==> config.mk <==
export PLATFORM = sky130hd
export DESIGN_NAME = bfx_unit
export DESIGN_NICKNAME = d
export VERILOG_FILES = /design/src/rtl/bfx_pkg.sv /design/src/rtl/bfx_ctl_decode.sv /design/src/rtl/bfx_shift.sv /design/src/rtl/bfx_mask.sv /design/src/rtl/bfx_unit.sv
export SDC_FILE = /design/constraint.sdc
export NUM_CORES = 1
export LEC_CHECK = 0
export ABC_AREA = 1
export BUFFER_PORTS_ARGS = -buffer_cell sky130_fd_sc_hd__clkbuf_2
export CORE_ASPECT_RATIO = 0.9
export CORE_MARGIN = 3
export CORE_UTILIZATION = 49
export CTS_BUF_LIST = sky130_fd_sc_hd__clkbuf_8 sky130_fd_sc_hd__clkbuf_16
export CTS_CLUSTER_DIAMETER = 40
export DETAILED_ROUTE_END_ITERATION = 10
export PLACE_DENSITY_LB_ADDON = 0.08
export SYNTH_ARGS = -nofsm -noshare
export SYNTH_HDL_FRONTEND = slang
export SYNTH_SLANG_ARGS = --single-unit
==> constraint.sdc <==
create_clock -name clk_i -period 0.8 [get_ports clk_i]
set_input_delay 0.08 -clock clk_i [delete_from_list [all_inputs] [get_ports clk_i]]
set_output_delay 0.08 -clock clk_i [all_outputs]
set_load 0.005 [all_outputs]
==> src/rtl/bfx_pkg.sv <==
package bfx_pkg;

   // Layout of the low 16 bits of the control word; decoding depends on it.
   typedef struct packed {
      logic [7:0] len;    // bits [15:8]
      logic [7:0] start;  // bits [7:0]
   } bfx_ctl_t;

   localparam int unsigned CTL_W = $bits(bfx_ctl_t);

   function automatic bit width_ok(int unsigned w);
      return (w == 32) || (w == 64);
   endfunction

endpackage

==> src/rtl/bfx_ctl_decode.sv <==
module bfx_ctl_decode
   import bfx_pkg::*;
#(
   parameter int unsigned DATA_W = 32,
   localparam int unsigned IDX_W = $clog2(DATA_W),
   localparam int unsigned LEN_W = IDX_W + 1
) (
   input  bfx_ctl_t           ctl_i,
   output logic [IDX_W-1:0]   start_idx_o,
   output logic               start_oor_o,
   output logic [LEN_W-1:0]   len_sat_o
);

   localparam logic [7:0] WIDTH_8 = 8'(DATA_W);

   logic [IDX_W-1:0] unused_start_hi_dummy;

   always_comb begin
      start_oor_o = (ctl_i.start >= WIDTH_8);
      start_idx_o = ctl_i.start[IDX_W-1:0];
      if (ctl_i.len >= WIDTH_8) begin
         len_sat_o = LEN_W'(DATA_W);
      end else begin
         len_sat_o = ctl_i.len[LEN_W-1:0];
      end
   end

   assign unused_start_hi_dummy = '0;

endmodule

==> src/rtl/bfx_shift.sv <==
module bfx_shift #(
   parameter int unsigned DATA_W = 32,
   localparam int unsigned IDX_W = $clog2(DATA_W)
) (
   input  logic [DATA_W-1:0] src_i,
   input  logic [IDX_W-1:0]  start_idx_i,
   input  logic              start_oor_i,
   output logic [DATA_W-1:0] shifted_o
);

   // Logarithmic barrel shifter: one mux stage per index bit.
   logic [DATA_W-1:0] stage [IDX_W+1];

   assign stage[0] = start_oor_i ? '0 : src_i;

   for (genvar s = 0; s < IDX_W; s++) begin : g_stage
      assign stage[s+1] = start_idx_i[s] ? (stage[s] >> (1 << s)) : stage[s];
   end

   assign shifted_o = stage[IDX_W];

endmodule

==> src/rtl/bfx_mask.sv <==
module bfx_mask #(
   parameter int unsigned DATA_W = 32,
   localparam int unsigned IDX_W = $clog2(DATA_W),
   localparam int unsigned LEN_W = IDX_W + 1
) (
   input  logic [DATA_W-1:0] shifted_i,
   input  logic [LEN_W-1:0]  len_sat_i,
   output logic [DATA_W-1:0] field_o,
   output logic              zero_o
);

   logic [DATA_W-1:0] keep;

   // Thermometer mask: bit i is kept when i lies below the saturated length.
   for (genvar i = 0; i < DATA_W; i++) begin : g_keep
      assign keep[i] = (LEN_W'(i) < len_sat_i);
   end

   assign field_o = shifted_i & keep;
   assign zero_o  = ~|(shifted_i & keep);

endmodule

==> src/rtl/bfx_unit.sv <==
module bfx_unit
   import bfx_pkg::*;
#(
   parameter int unsigned DATA_W  = 32,
   parameter bit          REG_OUT = 1'b1,
   localparam int unsigned IDX_W  = $clog2(DATA_W),
   localparam int unsigned LEN_W  = IDX_W + 1
) (
   input  logic              clk_i,
   input  logic              rst_ni,
   input  logic              in_valid_i,
   input  logic [DATA_W-1:0] src_i,
   input  logic [DATA_W-1:0] ctrl_i,
   output logic              out_valid_o,
   output logic [DATA_W-1:0] result_o,
   output logic              zero_o
);

   if (!width_ok(DATA_W)) begin : g_bad_width
      $error("bfx_unit: DATA_W must be 32 or 64");
   end

   bfx_ctl_t          ctl;
   logic [IDX_W-1:0]  start_idx;
   logic              start_oor;
   logic [LEN_W-1:0]  len_sat;
   logic [DATA_W-1:0] shifted;
   logic [DATA_W-1:0] field;
   logic              field_zero;
   logic              unused_ctl_hi;

   assign ctl           = bfx_ctl_t'(ctrl_i[CTL_W-1:0]);
   assign unused_ctl_hi = ^ctrl_i[DATA_W-1:CTL_W];

   bfx_ctl_decode #(.DATA_W(DATA_W)) i_decode (
      .ctl_i       (ctl),
      .start_idx_o (start_idx),
      .start_oor_o (start_oor),
      .len_sat_o   (len_sat)
   );

   bfx_shift #(.DATA_W(DATA_W)) i_shift (
      .src_i       (src_i),
      .start_idx_i (start_idx),
      .start_oor_i (start_oor),
      .shifted_o   (shifted)
   );

   bfx_mask #(.DATA_W(DATA_W)) i_mask (
      .shifted_i (shifted),
      .len_sat_i (len_sat),
      .field_o   (field),
      .zero_o    (field_zero)
   );

   if (REG_OUT) begin : g_reg
      logic              vld_q;
      logic [DATA_W-1:0] res_q;
      logic              zero_q;

      always_ff @(posedge clk_i or negedge rst_ni) begin
         if (!rst_ni) begin
            vld_q  <= 1'b0;
            res_q  <= '0;
            zero_q <= 1'b1;
         end else begin
            vld_q <= in_valid_i;
            if (in_valid_i) begin
               res_q  <= field;
               zero_q <= field_zero;
            end
         end
      end

      assign out_valid_o = vld_q;
      assign result_o    = res_q;
      assign zero_o      = zero_q;

      p_lat_valid_r7: assert property (@(posedge clk_i) disable iff (!rst_ni)
         in_valid_i |=> out_valid_o);
      p_lat_idle_r7: assert property (@(posedge clk_i) disable iff (!rst_ni)
         !in_valid_i |=> !out_valid_o);
      p_lat_data_r7: assert property (@(posedge clk_i) disable iff (!rst_ni)
         in_valid_i |=> (result_o == $past(field)));
      p_hold_r8: assert property (@(posedge clk_i) disable iff (!rst_ni)
         !in_valid_i |=> ($stable(result_o) && $stable(zero_o)));
   end else begin : g_comb
      assign out_valid_o = in_valid_i;
      assign result_o    = field;
      assign zero_o      = field_zero;
   end

   p_zero_flag_r6: assert property (@(posedge clk_i) disable iff (!rst_ni)
      zero_o == (result_o == '0));
   p_oor_start_r3: assert property (@(posedge clk_i) disable iff (!rst_ni)
      start_oor |-> (field == '0));
   p_len_zero_r5: assert property (@(posedge clk_i) disable iff (!rst_ni)
      (len_sat == '0) |-> (field == '0));
   p_upper_clear_r1: assert property (@(posedge clk_i) disable iff (!rst_ni)
      (field >> len_sat) == '0);

endmodule

**Yosys cells after proc, flatten, opt, wreduce, memory -nomap -nowiden**

Index checks and enable logic that the tools add are counted.

- Output and inout port bits: 34
- Input bits: 67
- Register bits after elaboration: 34

- Bitwise logic cells: 1
- Multiplexer cells: 7
- Order comparisons: 34
- Reductions and logical operators: 2

Operators by type and width:

| operator | number |
|---|---|
| $mux 32 | 6 |
| $lt 5x6->1 const A | 16 |
| $lt 4x6->1 const A | 8 |
| $and 32x32->32 | 1 |
| $reduce_or 32->1 | 1 |
| $lt 3x6->1 const A | 4 |
| $ge 8x6->1 const B | 2 |
| $lt 1x6->1 const A | 2 |
| $lt 2x6->1 const A | 2 |
| $mux 6 | 1 |
| $logic_not 1->1 | 1 |

**Depth between registers and ports, before layout**

- Word-level depth: 10
- Mapped depth: 18
- Gate-level depth less buffers: 17

**Modules after synthesis**

Synthesis repeated with hierarchy kept, for this count alone.

- Cells, all modules: 685
- Area total of the unflattened synthesis: 3,863.7 um2

By module, submodules not included:

| module | seq. area each (um2) | area an instance (um2) | cells each | times used |
|---|---|---|---|---|
| bfx_shift | 0.0 | 1,687.9 | 360 | 1 |
| bfx_unit | 852.1 | 1,331.3 | 141 | 1 |
| bfx_mask | 0.0 | 724.4 | 163 | 1 |
| bfx_ctl_decode | 0.0 | 120.1 | 21 | 1 |

**Worst setup path before layout**

OpenSTA, ideal clock, no wires.

- Kind: in2reg
- Start point: input ctrl_i[0]
- End point: register g_reg.zero_q (netlist: zero_o)
- Arrival time: 1.299 ns
- Path buffers: 2
- Cell stages on the path: 16
- Data required time: 0.725 ns
- Setup time: 0.075 ns
- Setup slack: -0.574 ns
- Cells stage by stage: buf_4 inv_2 buf_6 nand4_1 nand3_1 nand2_1 o21ai_1 nand2_1 nand2_1 nand3_1 nand2_1 inv_1 nand2_1 nor2_1 nand2_1 nand2_1

- Longest elaborated chain between the ends: 10

Ends and longest elaborated chain:

| item | line | RTL |
|---|---|---|
| from (decl) | bfx_unit.sv:13 | `input logic [DATA_W-1:0] ctrl_i,` |
| $ge 8x6->1 | bfx_ctl_decode.sv:19 | `start_oor_o = (ctl_i.start >= WIDTH_8);` |
| $mux 32 | bfx_shift.sv:14 | `assign stage[0] = start_oor_i ? '0 : src_i;` |
| $mux 32 * (5 in series) | bfx_shift.sv:17 | `assign stage[s+1] = start_idx_i[s] ? (stage[s] >> (1 << s)) : stage[s];` |
| $and 32x32->32 * | bfx_mask.sv:20 | `assign zero_o = ~\|(shifted_i & keep);` |
| $reduce_or 32->1 * | bfx_mask.sv:20 |  |
| $logic_not 1->1 * | bfx_mask.sv:20 |  |
| to (signal assigned) | bfx_unit.sv:70 | `zero_q <= field_zero;` |
| to (decl) | bfx_unit.sv:59 | `logic zero_q;` |

Every way passes the cells marked *; elsewhere a longest branch is shown, timed or not.
A chain may end at the register's enable or synchronous reset.

**Final worst setup path**

- Start point: input ctrl_i[5]
- End point: register g_reg.zero_q (netlist: zero_o)

- Longest elaborated chain between the ends: 10

Ends and longest elaborated chain:

| item | line |
|---|---|
| $ge 8x6->1 | bfx_ctl_decode.sv:19 |
| $mux 32 | bfx_shift.sv:14 |
| $mux 32 (5 in series) | bfx_shift.sv:17 |
| $and 32x32->32 | bfx_mask.sv:20 |
| $reduce_or 32->1 | bfx_mask.sv:20 |
| $logic_not 1->1 | bfx_mask.sv:20 |

Every way passes these cells.

==> results.sh <==
export IMPL_final_layout_size_suffix_gt1_share_pct=48.2
export IMPL_fin_area_um2=5950
export IMPL_antenna_cells_inserted=0
export IMPL_dp_hpwl_um=9680
export IMPL_final_period_utilization_pct=196
export IMPL_synthesis_yosys_warnings=0
export IMPL_timing_critical_path_arrival_ps=1800
export IMPL_path_clk_slew_ps=70
export IMPL_net_count_of_the_mapped_netlist=682
export IMPL_outcome="finished, violations left"
export IMPL_failed_checks="setup timing"
export IMPL_synth_mux_area_fraction_pct=0
export IMPL_finish_utilization_pct=83.2
export IMPL_async_flop_share_pct=100
export IMPL_grt_overflow_total=0
export IMPL_die_area_um2=8500
export IMPL_setup_worst_path_start_class="input port"
export IMPL_global_route_peak_usage_layer="met2"
export IMPL_timing_max_slew_rel_slack_pct=77.5
export IMPL_root_buffer_cell="clkbuf_8"
export IMPL_max_slew_worst_pin_slew_ps=337
export IMPL_finalNetCount=852
export IMPL_worst_skew_pair_late_latency_ps=290
export IMPL_synth_top_family_by_area="simple AND/OR/NAND/NOR gates"
export IMPL_synth_cells=615
export IMPL_die_w_um=96.9
export IMPL_synth_compound_area_share_pct=9.63
export IMPL_grt_use_met3_pct=4.62
export IMPL_post_route_drc_violation_count=0
export IMPL_tritoncts_num_buffers=5
export IMPL_route_vias_total=5240
export IMPL_report_final_slew_viol_count=0
export IMPL_io_pins=101
export IMPL_htree_levels=2
export IMPL_groute_layer_met1_usage_pct=39.7
export IMPL_commonest_non_fill_non_tap_cell_in_the_layout="nand2_1"
export IMPL_worstPathRequired_ps=1040
export IMPL_yosysSeqAreaShare_pct=23.4
export IMPL_fp_row_count=29
export IMPL_groute_layer_met2_usage_pct=49.9
export IMPL_area_growth_syn_to_layout_pct=63.4
export IMPL_synth_flop_cell="dfrtp_1"
export IMPL_static_leakage_power_nw=3.03
export IMPL_synth_xor_area_share_pct=0
export IMPL_core_area_um2=7150
export IMPL_finalSetupViolations=67
export IMPL_vdd_ir_drop_worst_v=0.00102
export IMPL_clock_skew_ps=0
export IMPL_grt_max_degree=48
export IMPL_cts_tree="yes"
export IMPL_end_kind="register"
export IMPL_synth_cell_area_um2=3640
export IMPL_clockBufferDepth=2
export IMPL_drt_iter0_markers=453
export IMPL_timing_hold_worst_class="in2reg"
export IMPL_nFillCells=489
export IMPL_route_detailed_vias_per_inst=5.96
export IMPL_wl_per_cell_um=16.5
export IMPL_yosys_area_share_adder_pct=0
export IMPL_wire_length_of_the_first_global_routing_pass_um=20800
export IMPL_routabilityCongestion=0.964
export IMPL_final_cells=879
export IMPL_power_per_cell_area_nw_per_um2=1090
export IMPL_synth_simple_area_share_pct=57.0
export IMPL_timing_fmax_mhz=639
export IMPL_hold_vio_cnt_final=0
export IMPL_drt_pass1_iterations=6
export IMPL_mostFrequentLayoutCells="nand2_1 (150), buf_4 (89), nand3_1 (82)"
export IMPL_vertical_extent_of_the_die_um=87.8
export IMPL_grt_util_all_layers_pct=29.5
export IMPL_post_synth_num_cell_types=32
export IMPL_post_synth_cell_area_avg_um2=5.92
export IMPL_wl_um=14500
export IMPL_tritoncts_num_sinks=34
export IMPL_cap_viol_max_count=0
export IMPL_place_port_buffers=84
export IMPL_post_route_min_period_ps=1570
export IMPL_final_total_negative_setup_slack_ps=-19200
export IMPL_placement_cell_area_um2=4890
export IMPL_grt_antenna_before_repair=0
export IMPL_post_place_cells=850
export IMPL_critPathMaxFanout=18
export IMPL_first_global_vias=4496
export IMPL_route_antenna_remaining_nets=0
export IMPL_unrepaired_setup_endpoints_after_global_routing="true"
export IMPL_number_of_flops_mapped_to_enable_cells_by_yosys=0
export IMPL_initial_core_util_pct=50.9
export IMPL_fin_ws_ps=-765
export IMPL_synth_ff_latch_count=34
export IMPL_worst_setup_path_type="in2reg"
export IMPL_finalHoldWorstSlack_ps=72.0
## registers in the layout, summed over array words and instances (netlist names)
signal and count:
out_valid_o 1, result_o 32, zero_o 1
## kinds of logic (layout without fill, tap and decap cells)
| group | count (synthesis) | count (layout) |
|---|---|---|
| flops | 34 | 34 |
| buf+inv | 79 | 250 |
| compound gates | 66 | 66 |
| simple gates | 436 | 436 |
## metrics by stage
stage,power (W),setup WS [ps]
final,0.00648,-765
after CTS,0.00611,-625
after floorplan,0.00314,-511
after detailed placement,0.00420,-1050
after global routing,0.00680,-903
after global placement,0.00416,-1020
## per-layer routing
| layer | part of all wire [%] | wire, um |
|---|---|---|
| met5 | 0 | 0 |
| met4 | 3.2 | 457 |
| met3 | 8.7 | 1260 |
| met2 | 48 | 6880 |
| met1 | 41 | 5870 |
## final cells by class
type	count	area [um2]	share of cell area [%]
Clock buffer	6	82.6	1.39
Clock inverter	2	33.8	0.568
Inverter	36	143	2.40
Multi-Input combinational cell	502	3090	51.9
Sequential cell	34	852	14.3
Tap cell	93	116	1.96
Timing Repair Buffer	205	1620	27.3
Timing Repair inverter	1	7.51	0.126
## worst paths after layout
check	slack, ps	cells after the start	startpoint	endpoint
worst min-delay path	70	2	in_valid_i	out_valid_o
worst max-delay path	-770	16	ctrl_i[5]	zero_o
min in group asynchronous	210	2	rst_ni	result_o[11]
max in group asynchronous	160	3	rst_ni	result_o[26]
worst max register to register	40	3	result_o[21]	result_o[21]
worst min register to register	480	2	result_o[4]	result_o[4]
## cell usage after synthesis, types with 3 or more instances
library cell  count  area [um2]
nand3_1         159         796
buf_2            14        70.1
o21ai_0          39         195
a21oi_1          17        85.1
nand2_2           3        18.8
nor2_2            3        18.8
nand2_1         185         694
inv_2             5        18.8
buf_1             7        26.3
nand4_1          42         263
buf_6             3        33.8
nor2_1           30         113
clkbuf_1         14        52.6
dfrtp_1          33         826
buf_4             4        30.0
inv_1            31         116
nand4_2           6        75.1
## worst max-delay path, stage by stage
cell	delay, ps
clkbuf_2	120
inv_4	70
buf_12	160
nand4_1	140
nand3_1	130
nand2_1	120
nand2_2	90
nand4_1	160
nand2_1	70
nor2_1	100
nand2_1	100
nor2_2	170
nand2_1	80
nor2_1	100
nand2_1	50
nand2_1	60
## timing repair
| action | CTS | global route |
|---|---|---|
| gates cloned | 3 | 2 |
| hold buffers | 1 | 0 |
| resized for setup | 77 | 118 |
| endpoints found under the setup margin | 67 | 67 |
| pin swaps | 20 | 51 |
| endpoints found under the hold margin | 34 | 0 |
| setup buffers | 11 | 9 |
## power breakdown
group	internal [W]	leakage (nW)	switching, W
Sequential	0.00186	0.440	0.0000784
Clock	0.00100	0.0626	0.000660
Combinational	0.00126	2.53	0.00161
Total	0.00413	3.03	0.00235
(Power assumes the default switching activity.)
